## src/rtl/smram_pkg.sv

```systemverilog
package smram_pkg;
  // basic byte field positions
  localparam int unsigned BIT_OPEN = 0;
  localparam int unsigned BIT_GEN  = 1;
  localparam int unsigned BIT_LOCK = 2;

  // extended byte layout
  typedef struct packed {
    logic       hen;   // high-enable
    logic [1:0] szc;   // size code
    logic       ten;   // segment enable
  } ext_t;

  typedef enum logic [1:0] {
    SZ_1M  = 2'b00,
    SZ_2M  = 2'b01,
    SZ_8M  = 2'b10,
    SZ_RSV = 2'b11
  } seg_code_e;

  localparam int unsigned MIB_SHIFT = 20;
endpackage

```

## src/rtl/smram_regs.sv

```systemverilog
module smram_regs
  import smram_pkg::*;
(
  input  logic       clk,
  input  logic       rst_int_n,
  input  logic       cfg_we,
  input  logic       cfg_sel,
  input  logic [7:0] cfg_wdata,
  output logic       open_q,
  output logic       gen_q,
  output logic       lock_q,
  output ext_t       ext_q
);
  logic open_n, gen_n, lock_n;
  ext_t ext_n;
  logic wr_en;
  logic unused_wbits;

  assign unused_wbits = ^cfg_wdata[6:3];
  // clock enable: no write lands once the lock is held
  assign wr_en = cfg_we & ~lock_q;

  always_comb begin
    open_n = open_q;
    gen_n  = gen_q;
    lock_n = lock_q;
    ext_n  = ext_q;
    if (!cfg_sel) begin
      open_n = cfg_wdata[BIT_OPEN];
      gen_n  = cfg_wdata[BIT_GEN];
      lock_n = cfg_wdata[BIT_LOCK];
    end else begin
      ext_n.hen = cfg_wdata[7];
      ext_n.szc = cfg_wdata[2:1];
      ext_n.ten = cfg_wdata[0];
    end
    if (lock_n) open_n = 1'b0;
  end

  always_ff @(posedge clk or negedge rst_int_n) begin
    if (!rst_int_n) begin
      open_q <= 1'b0;
      gen_q  <= 1'b0;
      lock_q <= 1'b0;
      ext_q  <= '0;
    end else if (wr_en) begin
      open_q <= open_n;
      gen_q  <= gen_n;
      lock_q <= lock_n;
      ext_q  <= ext_n;
    end
  end
endmodule

```

## src/rtl/smram_view.sv

```systemverilog
module smram_view (
  input  logic open_q,
  input  logic gen_q,
  input  logic hen,
  output logic legacy_bus_en,
  output logic high_alias_en,
  output logic priv_low_en,
  output logic priv_high_en
);
  always_comb begin
    if (open_q) begin
      legacy_bus_en = ~hen;
      high_alias_en = hen;
    end else begin
      legacy_bus_en = 1'b1;
      high_alias_en = 1'b0;
    end
    priv_low_en  = gen_q & ~hen;
    priv_high_en = gen_q & hen;
  end
endmodule

```

## src/rtl/smram_seg.sv

```systemverilog
module smram_seg
  import smram_pkg::*;
#(
  parameter int unsigned ADDR_W = 32,
  parameter int unsigned DATA_W = 32
) (
  input  ext_t              ext_q,
  input  logic [ADDR_W-1:0] tolm,
  input  logic [ADDR_W-1:0] acc_addr,
  input  logic              acc_priv,
  input  logic              acc_we,
  input  logic [DATA_W-1:0] mem_rdata,
  output logic [ADDR_W-1:0] seg_base,
  output logic [ADDR_W-1:0] seg_size,
  output logic [DATA_W-1:0] acc_rdata,
  output logic              mem_we,
  output logic              acc_blocked
);
  localparam logic [ADDR_W-1:0] ONE_MIB = ADDR_W'(1) << MIB_SHIFT;

  always_comb begin
    seg_size = '0;
    if (ext_q.ten) begin
      unique case (seg_code_e'(ext_q.szc))
        SZ_1M:   seg_size = ONE_MIB;
        SZ_2M:   seg_size = ONE_MIB << 1;
        SZ_8M:   seg_size = ONE_MIB << 3;
        default: seg_size = '0;
      endcase
    end
  end

  assign seg_base = tolm - seg_size;

  logic in_seg;
  assign in_seg      = (seg_size != '0) && (acc_addr >= seg_base) && (acc_addr < tolm);
  assign acc_blocked = in_seg & ~acc_priv;
  assign acc_rdata   = acc_blocked ? '1 : mem_rdata;
  assign mem_we      = acc_we & ~acc_blocked;
endmodule

```

## src/rtl/smram_ctl.sv

```systemverilog
module smram_ctl
  import smram_pkg::*;
#(
  parameter int unsigned ADDR_W      = 32,
  parameter int unsigned DATA_W      = 32,
  parameter int unsigned SYNC_STAGES = 2
) (
  input  logic              clk,
  input  logic              rst_n,
  input  logic              cfg_we,
  input  logic              cfg_sel,
  input  logic [7:0]        cfg_wdata,
  output logic [7:0]        basic_q,
  output logic [7:0]        ext_q,
  input  logic [ADDR_W-1:0] tolm,
  output logic              legacy_bus_en,
  output logic              high_alias_en,
  output logic              priv_low_en,
  output logic              priv_high_en,
  output logic [ADDR_W-1:0] seg_base,
  output logic [ADDR_W-1:0] seg_size,
  input  logic [ADDR_W-1:0] acc_addr,
  input  logic              acc_priv,
  input  logic              acc_we,
  input  logic [DATA_W-1:0] mem_rdata,
  output logic [DATA_W-1:0] acc_rdata,
  output logic              mem_we,
  output logic              acc_blocked
);
  // reset: asserts at once, releases on the clock
  logic [SYNC_STAGES-1:0] rst_sync_q;
  logic                   rst_int_n;

  always_ff @(posedge clk or negedge rst_n) begin
    if (!rst_n) rst_sync_q <= '0;
    else        rst_sync_q <= {rst_sync_q[SYNC_STAGES-2:0], 1'b1};
  end
  assign rst_int_n = rst_sync_q[SYNC_STAGES-1];

  logic open_q, gen_q, lock_q;
  ext_t ext_r;

  smram_regs u_regs (
    .clk       (clk),
    .rst_int_n (rst_int_n),
    .cfg_we    (cfg_we),
    .cfg_sel   (cfg_sel),
    .cfg_wdata (cfg_wdata),
    .open_q    (open_q),
    .gen_q     (gen_q),
    .lock_q    (lock_q),
    .ext_q     (ext_r)
  );

  smram_view u_view (
    .open_q        (open_q),
    .gen_q         (gen_q),
    .hen           (ext_r.hen),
    .legacy_bus_en (legacy_bus_en),
    .high_alias_en (high_alias_en),
    .priv_low_en   (priv_low_en),
    .priv_high_en  (priv_high_en)
  );

  smram_seg #(.ADDR_W(ADDR_W), .DATA_W(DATA_W)) u_seg (
    .ext_q       (ext_r),
    .tolm        (tolm),
    .acc_addr    (acc_addr),
    .acc_priv    (acc_priv),
    .acc_we      (acc_we),
    .mem_rdata   (mem_rdata),
    .seg_base    (seg_base),
    .seg_size    (seg_size),
    .acc_rdata   (acc_rdata),
    .mem_we      (mem_we),
    .acc_blocked (acc_blocked)
  );

  assign basic_q = {5'b0, lock_q, gen_q, open_q};
  assign ext_q   = {ext_r.hen, 4'b0, ext_r.szc, ext_r.ten};
endmodule

```

## config.mk

```make
export PLATFORM = sky130hd
export DESIGN_NAME = smram_ctl
export DESIGN_NICKNAME = d
export VERILOG_FILES = /design/src/rtl/smram_pkg.sv /design/src/rtl/smram_regs.sv /design/src/rtl/smram_view.sv /design/src/rtl/smram_seg.sv /design/src/rtl/smram_ctl.sv
export SDC_FILE = /design/constraint.sdc
export NUM_CORES = 1
export LEC_CHECK = 0
export ABC_AREA = 1
export CAP_MARGIN = 20
export CORE_UTILIZATION = 30
export DETAILED_ROUTE_END_ITERATION = 8
export PLACE_DENSITY = 0.81
export SLEW_MARGIN = 20
export SYNTH_ARGS = -nofsm -noshare
export SYNTH_HDL_FRONTEND = slang
export SYNTH_HIERARCHICAL = 1
export SYNTH_SLANG_ARGS = --single-unit
```

## constraint.sdc

```tcl
create_clock -name clk -period 3.65 [get_ports clk]
set_clock_uncertainty 0.15 [all_clocks]
set_input_delay 0.365 -clock clk [delete_from_list [all_inputs] [get_ports clk]]
set_output_delay 0.365 -clock clk [all_outputs]
set_load 0.02 [all_outputs]
```

**Word level (Yosys, flattened, before mapping)**

Index checks and enable logic that the tools add are counted.

- Register bits after elaboration: 9
- Input bits: 110
- Output and inout port bits: 118
- Logic and storage cells: 38

- $add $sub $neg: 1
- $lt $le $gt $ge: 2
- Eq/ne operators: 3
- Multiplexer cells: 8
- Bitwise operators: 10
- Reductions and logical operators: 7

Operators with widths:

| cell | number |
|---|---|
| one-hot mux 24 bit (3 select lines) | 1 |
| 2-to-1 mux 32 bit | 2 |
| greater-or-equal comparator 32 bit | 1 |
| < comparator 32 bit | 1 |
| nonzero test 32 bit | 1 |
| subtractor 32 bit | 1 |
| AND reduction 2 bit | 3 |
| bitwise AND 1 bit | 5 |
| 2-to-1 mux 1 bit | 5 |
| inverter 1 bit | 5 |
| equality test 2 x 1 -> 1 bit, second input constant | 1 |
| equality test 2 bit, second input constant | 1 |
| logical AND 1 bit | 2 |
| logical NOT 2 bit | 1 |
| != test 2 x 1 -> 1 bit, second input constant | 1 |

**Depth between registers and ports, before layout**

- Depth after elaboration: 10
- Depth in mapped cells: 26
- Mapped depth without buffers: 25

**Cells and area by module**

Netlist, hierarchy kept.

By module, submodules not included:

| module | instances | cells an instance | area each (um^2) | sequential area each (um^2) |
|---|---|---|---|---|
| smram_seg | 1 | 370 | 2173.3 | 0.0 |
| smram_regs | 1 | 32 | 294.0 | 175.2 |
| smram_ctl | 1 | 16 | 147.6 | 50.0 |
| smram_view | 1 | 6 | 25.0 | 0.0 |

**Worst setup path before layout**

OpenSTA, ideal clock, no wires.

- Path kind: register to output
- From: register, netlist name u_regs/ext_q[2]
- To: output acc_rdata[10]
- Arrival time: 4.008 ns
- Required time: 3.135 ns
- Setup slack: -0.873 ns
- Cell stages (with the launch flop): 24
- Buffers on the path: 1
- Cells stage by stage: dfrtp_1 inv_1 nand2_1 nor2_1 ha_1 inv_1 fa_1 o21ai_1 nand2_1 nor2_1 nand3_1 nor2_1 nand2_1 xor2_1 inv_1 ha_1 nand4_1 nor2_1 and3_1 nand2_1 nand3_1 nand2_2 buf_6 nand2_1

- Word-level cells in the longest chain between the ends: 9
- Elaborated cells between the ends (all ways): 12
- Classes of those cells: 1 x add/sub; 1 x order compare; 2 x eq/ne; 3 x mux; 1 x bitwise; 4 x reduce/logical

Ends and longest elaborated chain:

| item | RTL line | source |
|---|---|---|
| equality test 2 bit, or another cell as far along | smram_seg.sv:24 | `unique case (seg_code_e'(ext_q.szc))` |
| one-hot mux 24 bit (3 select lines) * | smram_seg.sv:24 |  |
| 2-to-1 mux 32 bit * | smram_seg.sv:23 | `if (ext_q.ten) begin` |
| via seg_size[20] | smram_ctl.sv:21 | `output logic [ADDR_W-1:0] seg_size,` |
| subtractor 32 bit * | smram_seg.sv:33 | `assign seg_base = tolm - seg_size;` |
| via seg_base[30] | smram_ctl.sv:20 | `output logic [ADDR_W-1:0] seg_base,` |
| greater-or-equal comparator 32 bit * | smram_seg.sv:36 | `assign in_seg = (seg_size != '0) && (acc_addr >= seg_base) && (acc_addr < tolm);` |
| logical AND 1 bit * (2 in a row) | smram_seg.sv:36 |  |
| bitwise AND 1 bit * | smram_seg.sv:37 | `assign acc_blocked = in_seg & ~acc_priv;` |
| 2-to-1 mux 32 bit * | smram_seg.sv:38 | `assign acc_rdata = acc_blocked ? '1 : mem_rdata;` |
| end: declaration | smram_ctl.sv:26 | `output logic [DATA_W-1:0] acc_rdata,` |

The timed path passes the listed nets; every way through them passes the cells marked *.

**Final worst setup path**

- From: register, netlist name u_regs/ext_q[2]
- To: output acc_rdata[9]

- Word-level cells in the longest chain between the ends: 9
- Elaborated cells between the ends (all ways): 12
- Classes of those cells: 1 x add/sub; 1 x order compare; 2 x eq/ne; 3 x mux; 1 x bitwise; 4 x reduce/logical

Ends and longest elaborated chain:

| item | RTL line |
|---|---|
| equality test 2 bit, or another cell as far along | smram_seg.sv:24 |
| one-hot mux 24 bit (3 select lines) * | smram_seg.sv:24 |
| 2-to-1 mux 32 bit * | smram_seg.sv:23 |
| subtractor 32 bit | smram_seg.sv:33 |
| greater-or-equal comparator 32 bit | smram_seg.sv:36 |
| logical AND 1 bit * (2 in a row) | smram_seg.sv:36 |
| bitwise AND 1 bit * | smram_seg.sv:37 |
| 2-to-1 mux 32 bit * | smram_seg.sv:38 |

Every way passes the cells marked *; elsewhere a longest branch is shown, timed or not.

==> results.md <==
* Top-count cell post-synth: inv_1
* Setup crit start: u_regs/ext_q[2]
* Final nets at 796
* YS warnings at 6
* Finished Core Util at 61.4%
* Async SR Flop Fraction at 100%
* Final setup margin at -0.525 ns
* Seq pwr share at 13.4%
* Syn_area_per_cell at 6.23 um^2
* Max-cap check violation count at 0
* Yosys reg bits at 9
* Data arrival, critical path at 3.66 ns
* Worst min-delay path class: in -> async
* Fill count at 726
* Cell internal pwr at 0.479 mW
* Mux share of post-synthesis cell area at 0%
* Drt via density at 4.26
* Final-report setup violation count at 34
* Detailed router's first-iteration violation count at 52
* Layout cell share with drive strength beyond 1 at 25.0%
* Fin area at 5150 um^2
* Io pins at 228
* Main area contributors after synthesis: ha_1, buf_4, inv_1
* Combinational power share at 72.1%
* Crit path max fanout at 8
* VDD IR max at 161 uV
* Post-synthesis xor/xnor area fraction at 1.99%
* Cells after DPL at 725
* Post-route DRC at 0
* H-Tree Depth at 1
* Switching share of power at 40.1%
* GPL Wtd Cong at 0.791
* Post-DP HPWL at 7900 um
* Hold Slack at 0.143 ns
* Synth Area in Adders at 23.0%
* RSZ-0062 raised after global routing: yes
* Area after DPL at 4840 um^2
* CORE AREA at 8380 um^2
* Reg2reg path depth at 4
* Initial antenna violation count at 0
* Crit Path Class: reg -> out
* Largest net degree at the start of global routing at 9
* Reg-to-Reg End: u_regs/ext_q[2]
* Setup slack, reg-to-reg at 2.52 ns
* Register area at 228 um^2
* DRT Pass-1 Iters at 4
* CTS Root Cell: clkbuf_8
* Die Wd at 95.8 um
* Final hold vios at 0
* Failing checks: negative setup slack
* WP data required at 3.13 ns
* CTS tree: built
* CP Capture Type: output pin
* Die height at 95.8 um
* Vias at 3158
* Unique masters post-synth at 27
* Delay-heaviest family, CP: simple AND/OR/NAND/NOR gates
* Critical Path Source Type: flip-flop
* Simple-gate share of the synthesized area at 26.0%
* Starting Density at 31.5%
* Top FF cell, synth: dfrtp_1
* Drt total wl at 8830 um
* Post-layout min period at 4.17 ns
* Post-synth EDFFs at 0
* Outcome: finished, violations left
* First-pass GRT wire length at 13300 um
* Vias in the first global route at 3031
* Finished Layout Cells at 742
* Slowest cell on crit path: dfrtp_2
* Yosys top cell by area: ha_1
* I/O Buffers at 185
* Pwr dens at 155 nW/um^2
* GRT Residual Overflow at 0
* Clk slew on worst S/H paths at 0.05 ns
* Sequential fraction of the synthesis area at 8.53%
* CTS buffer count at 3
* Final worst-path cycle share at 114%
* Post-route ant nets at 0
* NetSw at 0.321 mW
* P&R area growth vs syn at 95.1%
* Mapped Area at 2640 um^2
* Clock latency on the worst-skew pair at 0.24 ns
* Number of buffers and inverters on the critical path at 5
* Crit-path cells: inv_2, nand2_4, nor2_4, ha_4, inv_2, fa_2, o21ai_2, nand2_1, nor2_2, nand3_2, nor2_1, nand2_1, xor2_2, inv_2, ha_4, nand4_1, nor2_2, and3_4, nand2_4, nand3_4, nand2_8, buf_12, nand2_4, buf_6
* # rows at 33
* # diodes at 0
* Clk buf depth at 2
* Fmax at 240 MHz
* Max-slew violation count at 0
* DR WL/cell at 11.9 um
* Leak Pwr at 2.76 nW
* Most frequent cells after synthesis: inv_1, nand2_1, buf_4
* Area of the multi-input gates at 2000 um^2
* Peak per-stage delay on the critical path at 0.40 ns
* GRT Overall Usage at 18.4%
* Mapped Cells at 424
* DIE AREA at 9180 um^2
* Main combinational cell family by area after synthesis: buffers and inverters
* Total Power at 0.800 mW
* Reg2reg start: u_regs/lock_q
* Clock sink total at 9
* Synth Area in Compound Gates at 6.45%
* Clock Power Share at 14.5%
* Synth top area share at 22.3%
[cell families after synthesis]
logic type | count (synthesis)
AOI/OAI and AO/OA | 31
xor gates and xnor gates | 6
adders and majority gates | 48
buffers and inverters | 169
DFF | 9
other | 3
and+or+nand+nor | 158
[power groups by stage]
| stage | registers, mW | logic, mW | clock network (mW) |
|---|---|---|---|
| final | 0.107 | 0.577 | 0.116 |
| after CTS | 0.107 | 0.568 | 0.119 |
| after global routing | 0.107 | 0.631 | 0.125 |
| after floorplan | 0.112 | 0.311 | 0 |
| after detailed placement | 0.110 | 0.546 | 0 |
| after global placement | 0.110 | 0.531 | 0 |
[how the worst max path moves through the flow]
stage,end,slack (ns),cells after the start
after detailed placement,acc_rdata[17],-1.10,23
after global routing,acc_rdata[0],-0.76,24
after CTS,acc_rdata[9],-0.59,24
after floorplan,acc_rdata[22],-0.40,23
after global placement,acc_rdata[12],-0.95,23
final,acc_rdata[9],-0.52,24
[per-stage QoR]
step	setup WS (ns)	TNS (ns)
after global placement	-0.952	-31.69
final	-0.525	-17.20
after CTS	-0.593	-19.61
after detailed placement	-1.10	-36.19
after floorplan	-0.397	-13.17
after global routing	-0.763	-25.29
[cell type report]
| class | count | area share, % |
|---|---|---|
| sequential | 9 | 4.42 |
| inverter | 105 | 7.70 |
| multi-input combinational | 282 | 38.8 |
| tap | 105 | 2.55 |
| clock buffer | 4 | 0.875 |
| timing repair buffer | 237 | 45.6 |
[registers in the layout, summed over array words and instances (netlist names)]
signal,cells
u_regs/ext_q,4
u_regs/open_q,1
rst_sync_q,2
u_regs/gen_q,1
u_regs/lock_q,1
[metal layers]
layer / GRT usage [%] / wire length, um
met1: 16.7 / 2850
met2: 38.6 / 4860
met3: 5.61 / 1020
met4: 4.35 / 104
met5: 0 / 0
[layout by cell type, fill, tap and decap left out, types with 2 or more instances in the layout]
master,Yosys,routed
nor2_2,0,5
a21oi_2,2,2
conb_1,3,39
dfrtp_1,9,7
xor2_2,0,2
inv_2,2,5
nand2_4,0,32
ha_1,47,45
buf_4,61,49
nand3_1,11,9
nand2_1,95,69
dfrtp_2,0,2
o21ai_1,5,4
xor2_1,6,4
o21a_1,2,2
o21ai_0,3,3
ha_4,0,2
nand2_2,14,7
inv_1,103,99
clkdlybuf4s50_1,0,150
buf_16,0,2
nor2_4,1,3
buf_6,3,32
buf_12,0,2
nor2_1,24,17
nand3_2,1,2
nand4_1,6,6
clkbuf_8,0,3
a21oi_1,18,18
[repair_timing]
| item | 4_1_cts | 5_1_grt |
|---|---|---|
| pin swaps | 15 | 11 |
| setup buffers | 7 | 3 |
| resized for setup | 209 | 19 |
| endpoints found under the setup margin | 34 | 34 |
| hold buffers | 1 | 0 |
| hold endpoints to repair | 7 | 0 |
| gates cloned | 2 | 0 |
(Power assumes the default switching activity.)
